`src/rtl/txj_pkg.sv`:
```
package txj_pkg;

   typedef enum logic [1:0] {
      TXJ_NORMAL    = 2'd0,
      TXJ_JAB_ON    = 2'd1,
      TXJ_JAB_QUIET = 2'd2
   } txj_state_e;

   function automatic int txj_cnt_width(input int limit);
      return (limit < 1) ? 1 : $clog2(limit + 1);
   endfunction

endpackage

```
`src/rtl/txj_run_counter.sv`:
```
module txj_run_counter
   import txj_pkg::*;
#(
   parameter int LIMIT = 16,
   parameter int W     = txj_cnt_width(LIMIT)
)(
   input  logic         clk,
   input  logic         rst_n,
   input  logic         clr,
   input  logic         en,
   output logic [W-1:0] cnt,
   output logic         at_limit
);

   localparam logic [W-1:0] LIM_V = W'(LIMIT);

   if (LIMIT < 0) begin : g_bad_limit
      $error("txj_run_counter: LIMIT must not be negative");
   end

   assign at_limit = (cnt == LIM_V);

   always_ff @(posedge clk or negedge rst_n) begin
      if (!rst_n) begin
         cnt <= '0;
      end else if (clr) begin
         cnt <= '0;
      end else if (en && !at_limit) begin
         cnt <= cnt + 1'b1;
      end
   end


   cnt_range_chk: assert property (@(posedge clk) disable iff (!rst_n)
      cnt <= LIM_V);

endmodule

```
`src/rtl/txj_ctrl.sv`:
```
module txj_ctrl
   import txj_pkg::*;
(
   input  logic       clk,
   input  logic       rst_n,
   input  logic       tx_active,
   input  logic       run_at_limit,
   input  logic       quiet_at_limit,
   output txj_state_e state,
   output logic       jabbing,
   output logic       enter_jab,
   output logic       run_en,
   output logic       run_clr,
   output logic       quiet_en,
   output logic       quiet_clr
);

   txj_state_e state_nx;

   assign jabbing   = (state != TXJ_NORMAL);
   assign run_en    = (state == TXJ_NORMAL) && tx_active;
   assign run_clr   = !run_en;
   assign quiet_en  = jabbing && !tx_active;
   assign quiet_clr = !quiet_en;
   assign enter_jab = (state == TXJ_NORMAL) && tx_active && run_at_limit;

   always_comb begin
      state_nx = state;
      unique case (state)
         TXJ_NORMAL: begin
            if (enter_jab) state_nx = TXJ_JAB_ON;
         end
         TXJ_JAB_ON: begin
            if (!tx_active) state_nx = quiet_at_limit ? TXJ_NORMAL : TXJ_JAB_QUIET;
         end
         TXJ_JAB_QUIET: begin
            if (tx_active)           state_nx = TXJ_JAB_ON;
            else if (quiet_at_limit) state_nx = TXJ_NORMAL;
         end
         default: state_nx = TXJ_NORMAL;
      endcase
   end

   always_ff @(posedge clk or negedge rst_n) begin
      if (!rst_n) state <= TXJ_NORMAL;
      else        state <= state_nx;
   end


   hold_while_active_chk: assert property (@(posedge clk) disable iff (!rst_n)
      (jabbing && tx_active) |=> jabbing);

endmodule

```
`src/rtl/txj_irq.sv`:
```
module txj_irq #(
   parameter bit REG_IRQ = 1'b0
)(
   input  logic clk,
   input  logic rst_n,
   input  logic set,
   input  logic clr,
   input  logic mask,
   output logic flag,
   output logic irq
);

   always_ff @(posedge clk or negedge rst_n) begin
      if (!rst_n)    flag <= 1'b0;
      else if (set)  flag <= 1'b1;
      else if (clr)  flag <= 1'b0;
   end

   if (REG_IRQ) begin : g_reg_irq
      logic irq_q;
      always_ff @(posedge clk or negedge rst_n) begin
         if (!rst_n) irq_q <= 1'b0;
         else        irq_q <= flag && !mask;
      end
      assign irq = irq_q;
   end else begin : g_comb_irq
      assign irq = flag && !mask;
   end


   flag_clear_src_chk: assert property (@(posedge clk) disable iff (!rst_n)
      $fell(flag) |-> $past(clr));

endmodule

```
`src/rtl/tx_jabber_guard.sv`:
```
module tx_jabber_guard
   import txj_pkg::*;
#(
   parameter int JAB_LIMIT    = 1_000_000,
   parameter int UNJAB_CYCLES = 25_000_000,
   parameter bit REG_IRQ      = 1'b0
)(
   input  logic clk,
   input  logic rst_n,
   input  logic tx_active_i,
   input  logic tx_data_i,
   input  logic link_pulse_i,
   input  logic irq_mask_i,
   input  logic irq_clr_i,
   output logic tx_data_o,
   output logic tx_en_o,
   output logic link_pulse_o,
   output logic col_o,
   output logic jab_flag_o,
   output logic irq_o
);

   localparam int QUIET_LIMIT = UNJAB_CYCLES - 1;
   localparam int RUN_W       = txj_cnt_width(JAB_LIMIT);
   localparam int QUIET_W     = txj_cnt_width(QUIET_LIMIT);

   if (JAB_LIMIT < 1) begin : g_bad_jab
      $error("tx_jabber_guard: JAB_LIMIT must be at least 1");
   end
   if (UNJAB_CYCLES < 1) begin : g_bad_unjab
      $error("tx_jabber_guard: UNJAB_CYCLES must be at least 1");
   end

   txj_state_e           state;
   logic                 jabbing, enter_jab;
   logic                 run_en, run_clr, quiet_en, quiet_clr;
   logic                 run_at_limit, quiet_at_limit;
   logic [RUN_W-1:0]     run_cnt;
   logic [QUIET_W-1:0]   quiet_cnt;

   txj_run_counter #(.LIMIT(JAB_LIMIT), .W(RUN_W)) i_run_cnt (
      .clk      (clk),
      .rst_n    (rst_n),
      .clr      (run_clr),
      .en       (run_en),
      .cnt      (run_cnt),
      .at_limit (run_at_limit)
   );

   txj_run_counter #(.LIMIT(QUIET_LIMIT), .W(QUIET_W)) i_quiet_cnt (
      .clk      (clk),
      .rst_n    (rst_n),
      .clr      (quiet_clr),
      .en       (quiet_en),
      .cnt      (quiet_cnt),
      .at_limit (quiet_at_limit)
   );

   txj_ctrl i_ctrl (
      .clk            (clk),
      .rst_n          (rst_n),
      .tx_active      (tx_active_i),
      .run_at_limit   (run_at_limit),
      .quiet_at_limit (quiet_at_limit),
      .state          (state),
      .jabbing        (jabbing),
      .enter_jab      (enter_jab),
      .run_en         (run_en),
      .run_clr        (run_clr),
      .quiet_en       (quiet_en),
      .quiet_clr      (quiet_clr)
   );

   txj_irq #(.REG_IRQ(REG_IRQ)) i_irq (
      .clk   (clk),
      .rst_n (rst_n),
      .set   (enter_jab),
      .clr   (irq_clr_i),
      .mask  (irq_mask_i),
      .flag  (jab_flag_o),
      .irq   (irq_o)
   );

   assign tx_data_o    = tx_data_i && !jabbing;
   assign tx_en_o      = tx_active_i && !jabbing;
   assign col_o        = jabbing;
   assign link_pulse_o = link_pulse_i;


   jab_entry_chk: assert property (@(posedge clk) disable iff (!rst_n)
      $rose(jabbing) |-> ($past(tx_active_i) && ($past(run_cnt) == RUN_W'(JAB_LIMIT))));


   jab_release_chk: assert property (@(posedge clk) disable iff (!rst_n)
      $fell(jabbing) |-> (!$past(tx_active_i) && ($past(quiet_cnt) == QUIET_W'(QUIET_LIMIT))));


   flag_on_entry_chk: assert property (@(posedge clk) disable iff (!rst_n)
      $rose(jabbing) |-> jab_flag_o);

endmodule

```
`config.mk`:
```
export PLATFORM = sky130hd
export DESIGN_NAME = tx_jabber_guard
export DESIGN_NICKNAME = d
export VERILOG_FILES = /design/src/rtl/txj_pkg.sv /design/src/rtl/txj_run_counter.sv /design/src/rtl/txj_ctrl.sv /design/src/rtl/txj_irq.sv /design/src/rtl/tx_jabber_guard.sv
export SDC_FILE = /design/constraint.sdc
export NUM_CORES = 1
export LEC_CHECK = 0
export BUFFER_PORTS_ARGS = -buffer_cell sky130_fd_sc_hd__buf_2
export CAP_MARGIN = 20
export CORE_MARGIN = 3
export CORE_UTILIZATION = 35
export CTS_CLUSTER_SIZE = 30
export DETAILED_ROUTE_END_ITERATION = 6
export SLEW_MARGIN = 10
export SYNTH_ARGS = -nofsm -noshare
export SYNTH_HDL_FRONTEND = slang
export SYNTH_HIERARCHICAL = 1
export SYNTH_SLANG_ARGS = --single-unit
```
`constraint.sdc`:
```
create_clock -name clk -period 1.8 [get_ports clk]
set_input_delay 0 -clock clk [delete_from_list [all_inputs] [get_ports clk]]
set_output_delay 0 -clock clk [all_outputs]
set_load 0.02 [all_outputs]
```
==> impl_metrics.py <==
metrics = {
    "outcome": {
        "status": "complete, but fails checks",
        "violations": "negative setup slack",
    },
    "layout": {
        "final_cell_area_um2": 3490,
        "n_antenna_cell": 0,
        "final_net_count": 368,
        "area_growth_pct": 27.6,
        "drive_gt1_share_pct": 28.7,
    },
    "floorplanning": {
        "rows": 31,
        "initial_utilization_pct": 37.0,
        "core_area_um2": 7410,
        "pin_count": 13,
        "dieWidth_um": 94.4,
        "die_area_um2": 8920,
        "die_h_um": 94.4,
    },
    "placement": {
        "portBuffers": 10,
        "dp_hpwl_um": 4520,
        "placed_area_um2": 3260,
        "place_congestion": 0.814,
    },
    "synth": {
        "ys_seq_area_share_pct": 43.9,
        "synth.distinct_cells": 51,
        "synth_edf_count": 0,
        "synth_top_cells_by_count": "48 x dfrtp_1, 40 x nor2_1, 24 x nand2_1",
        "yosys-top-cells-area": "dfrtp_1 44%, nor2_1 5.5%, xor2_1 5.1%",
        "yosys.area.top_type": "dfrtp_1",
        "syn_inst": 294,
        "synth-async-reset-ratio_pct": 100,
        "syn_area_um2": 2740,
        "postSynthAreaPerCell_um2": 9.31,
        "yosys_warnings": 6,
        "ys_seq_elements": 48,
        "postSynthNetCount": 304,
        "synth_most_common_cell": "dfrtp_1",
        "synth_ff_type": "dfrtp_1",
        "netlist.area_leader.share_pct": 43.9,
    },
    "sta": {
        "worst_slew_pin_slew_ps": 505,
        "worst_slack_ps": -1.04,
        "min_period_over_period_pct": 100,
        "slew_headroom_pct": 66.4,
        "drv_slew": 0,
        "clock.fmax_mhz": 555,
        "rsz0062_at_grt": "true",
        "finalHoldViolCount": 0,
        "fin_skew_ps": 15.1,
        "min_period_ps": 1800,
        "setup_viol": 1,
    },
    "setup_path": {
        "cpMaxStageDelayCell": "or4_4",
        "reg2reg_depth": 4,
        "path_buf_inv": 0,
        "cp-start-kind": "flop",
        "path_class": "reg -> reg",
        "crit_family": "simple AND/OR/NAND/NOR gates",
        "cp_max_fo": 4,
        "worstPathArrival_ps": 2010,
        "cpPeakStageDelay_ps": 540,
        "required_ps": 2000,
        "path_cells": "or4_4, nor4_4, a21oi_1, mux2_1",
        "setup.worst_path.end_class": "flop",
        "cp.depth": 4,
    },
    "hold_path": {
        "min_delay_path_depth": 0,
        "hold_class": "in -> out",
    },
    "drt": {
        "via_per_inst": 5.21,
        "ant_nets": 0,
        "drc": 0,
        "drtIter0Drc": 129,
        "route.detailed.wl_per_inst_um": 13.5,
        "wl_um": 6170,
        "dr.pass1.iters": 4,
        "dr_total_vias": 2388,
    },
    "clock_network": {
        "path_clk_slew_ps": 100,
        "cts.path.max_buffers": 2,
        "cts_max_level": 2,
        "root_buffer": "clkbuf_8",
        "cts_sinks": 48,
        "clk_latency_ps": 310,
        "cts_tree": "yes",
        "cts_made_buffers": 5,
    },
    "run": {
        "drv_cap": 0,
    },
    "pwr": {
        "ir_worst_vdd_mv": 0.234,
        "p_total_uw": 2320,
        "p_leak_uw": 0.00153,
        "powerDensity_nw_per_um2": 665,
    },
    "global_routing": {
        "grt_antenna_before_repair": 0,
        "grt_pass1_wl_um": 10300,
        "grt_pass1_vias": 2242,
        "grtUsageTotal_pct": 14.4,
        "grt_max_degree": 31,
        "grt-ovfl-total": 0,
    },
}
cells by family (layout without fill, tap and decap cells):
group / Yosys count / after routing / synth area share, %
muxes: 8 / 8 / 3.34
xor gates and xnor gates: 20 / 20 / 6.40
adders and majority gates: 3 / 3 / 1.37
DFF: 48 / 48 / 43.9
buffers and inverters: 15 / 80 / 2.19
and+or+nand+nor: 157 / 157 / 32.7
AOI/OAI and AO/OA: 43 / 43 / 10.1
layout make-up:
type,count,area (µm²)
Tap cell,99,124
Multi-Input combinational cell,231,1540
Fill cell,689,3920
Inverter,7,26.3
Clock inverter,3,42.5
Timing Repair Buffer,65,487
Clock buffer,5,68.8
Sequential cell,48,1200
routing by layer:
layer,part of all wire [%],track usage [%],vias up
li1,-,-,1194
met1,51,21.0,1150
met2,44,21.9,38
met3,3.0,1.99,6
met4,1.6,5.29,0
met5,0,0,-
stage by stage:
| stage | setup slack, ps | utilization, % | setup TNS, ps | hold slack, ps | cells |
|---|---|---|---|---|---|
| 2_1_floorplan | 8.99 | - | 0 | -296 | 294 |
| 3_3_place_gp | 21.5 | 43.9 | 0 | -6.27 | 442 |
| 3_5_place_dp | -3.62 | 43.9 | -6.90 | -1.17 | 442 |
| 4_1_cts | -19.2 | 46.1 | -19.2 | 0.236 | 454 |
| 5_1_grt | -92.5 | 47.2 | -481 | 0.0349 | 458 |
| 6_report | -1.04 | 47.2 | -1.04 | 0.00881 | 458 |
cell usage in the layout, fill, tap and decap left out, drive strengths merged, types with 9 or more instances in the layout:
| master | count |
|---|---|
| a21oi | 16 |
| and3 | 9 |
| buf | 62 |
| dfrtp | 48 |
| nand2 | 24 |
| nand3 | 17 |
| nand4 | 12 |
| nor2 | 41 |
| nor2b | 11 |
| o21ai | 11 |
| or4 | 10 |
| xor2 | 16 |
worst register-to-register path: stages (launching register included):
cell,delay (ps)
dfrtp_1,390
or4_4,540
nor4_4,310
a21oi_1,130
mux2_1,320
power by group:
part	internal [µW]	total (µW)	switching, µW
Sequential	1100	1110	17.6
Combinational	185	425	239
Clock	411	785	373
Total	1690	2320	630
what timing repair did:
| action | 4_1_cts | 5_1_grt |
|---|---|---|
| buffers inserted | 1 | 4 |
| endpoints found under the setup margin | 5 | 21 |
| hold endpoints to repair | 23 | 0 |
| pin swaps | 0 | 10 |
| hold buffers | 3 | 0 |
| gates resized for setup | 3 | 16 |
path summary, 6_finish.rpt:
| path | start | endpoint | slack, ps |
|---|---|---|---|
| worst max-delay path | i_run_cnt/cnt[15] | i_run_cnt/cnt[9] | -1 |
| worst min-delay path | link_pulse_i | link_pulse_o | 0.009 |
| worst max register to register | i_run_cnt/cnt[15] | i_run_cnt/cnt[9] | -1 |
| worst min register to register | i_irq/flag | i_irq/flag | 510 |
| max in group asynchronous | rst_n | i_quiet_cnt/cnt[7] | 990 |
| min in group asynchronous | rst_n | i_run_cnt/cnt[0] | 190 |
sequential cells by signal, summed over array words and instances, names as in the netlist:
name,cells
i_run_cnt/cnt,20
i_ctrl/state,2
i_quiet_cnt/cnt,25
i_irq/flag,1
Note: power is estimated with default switching activity, not from simulation.
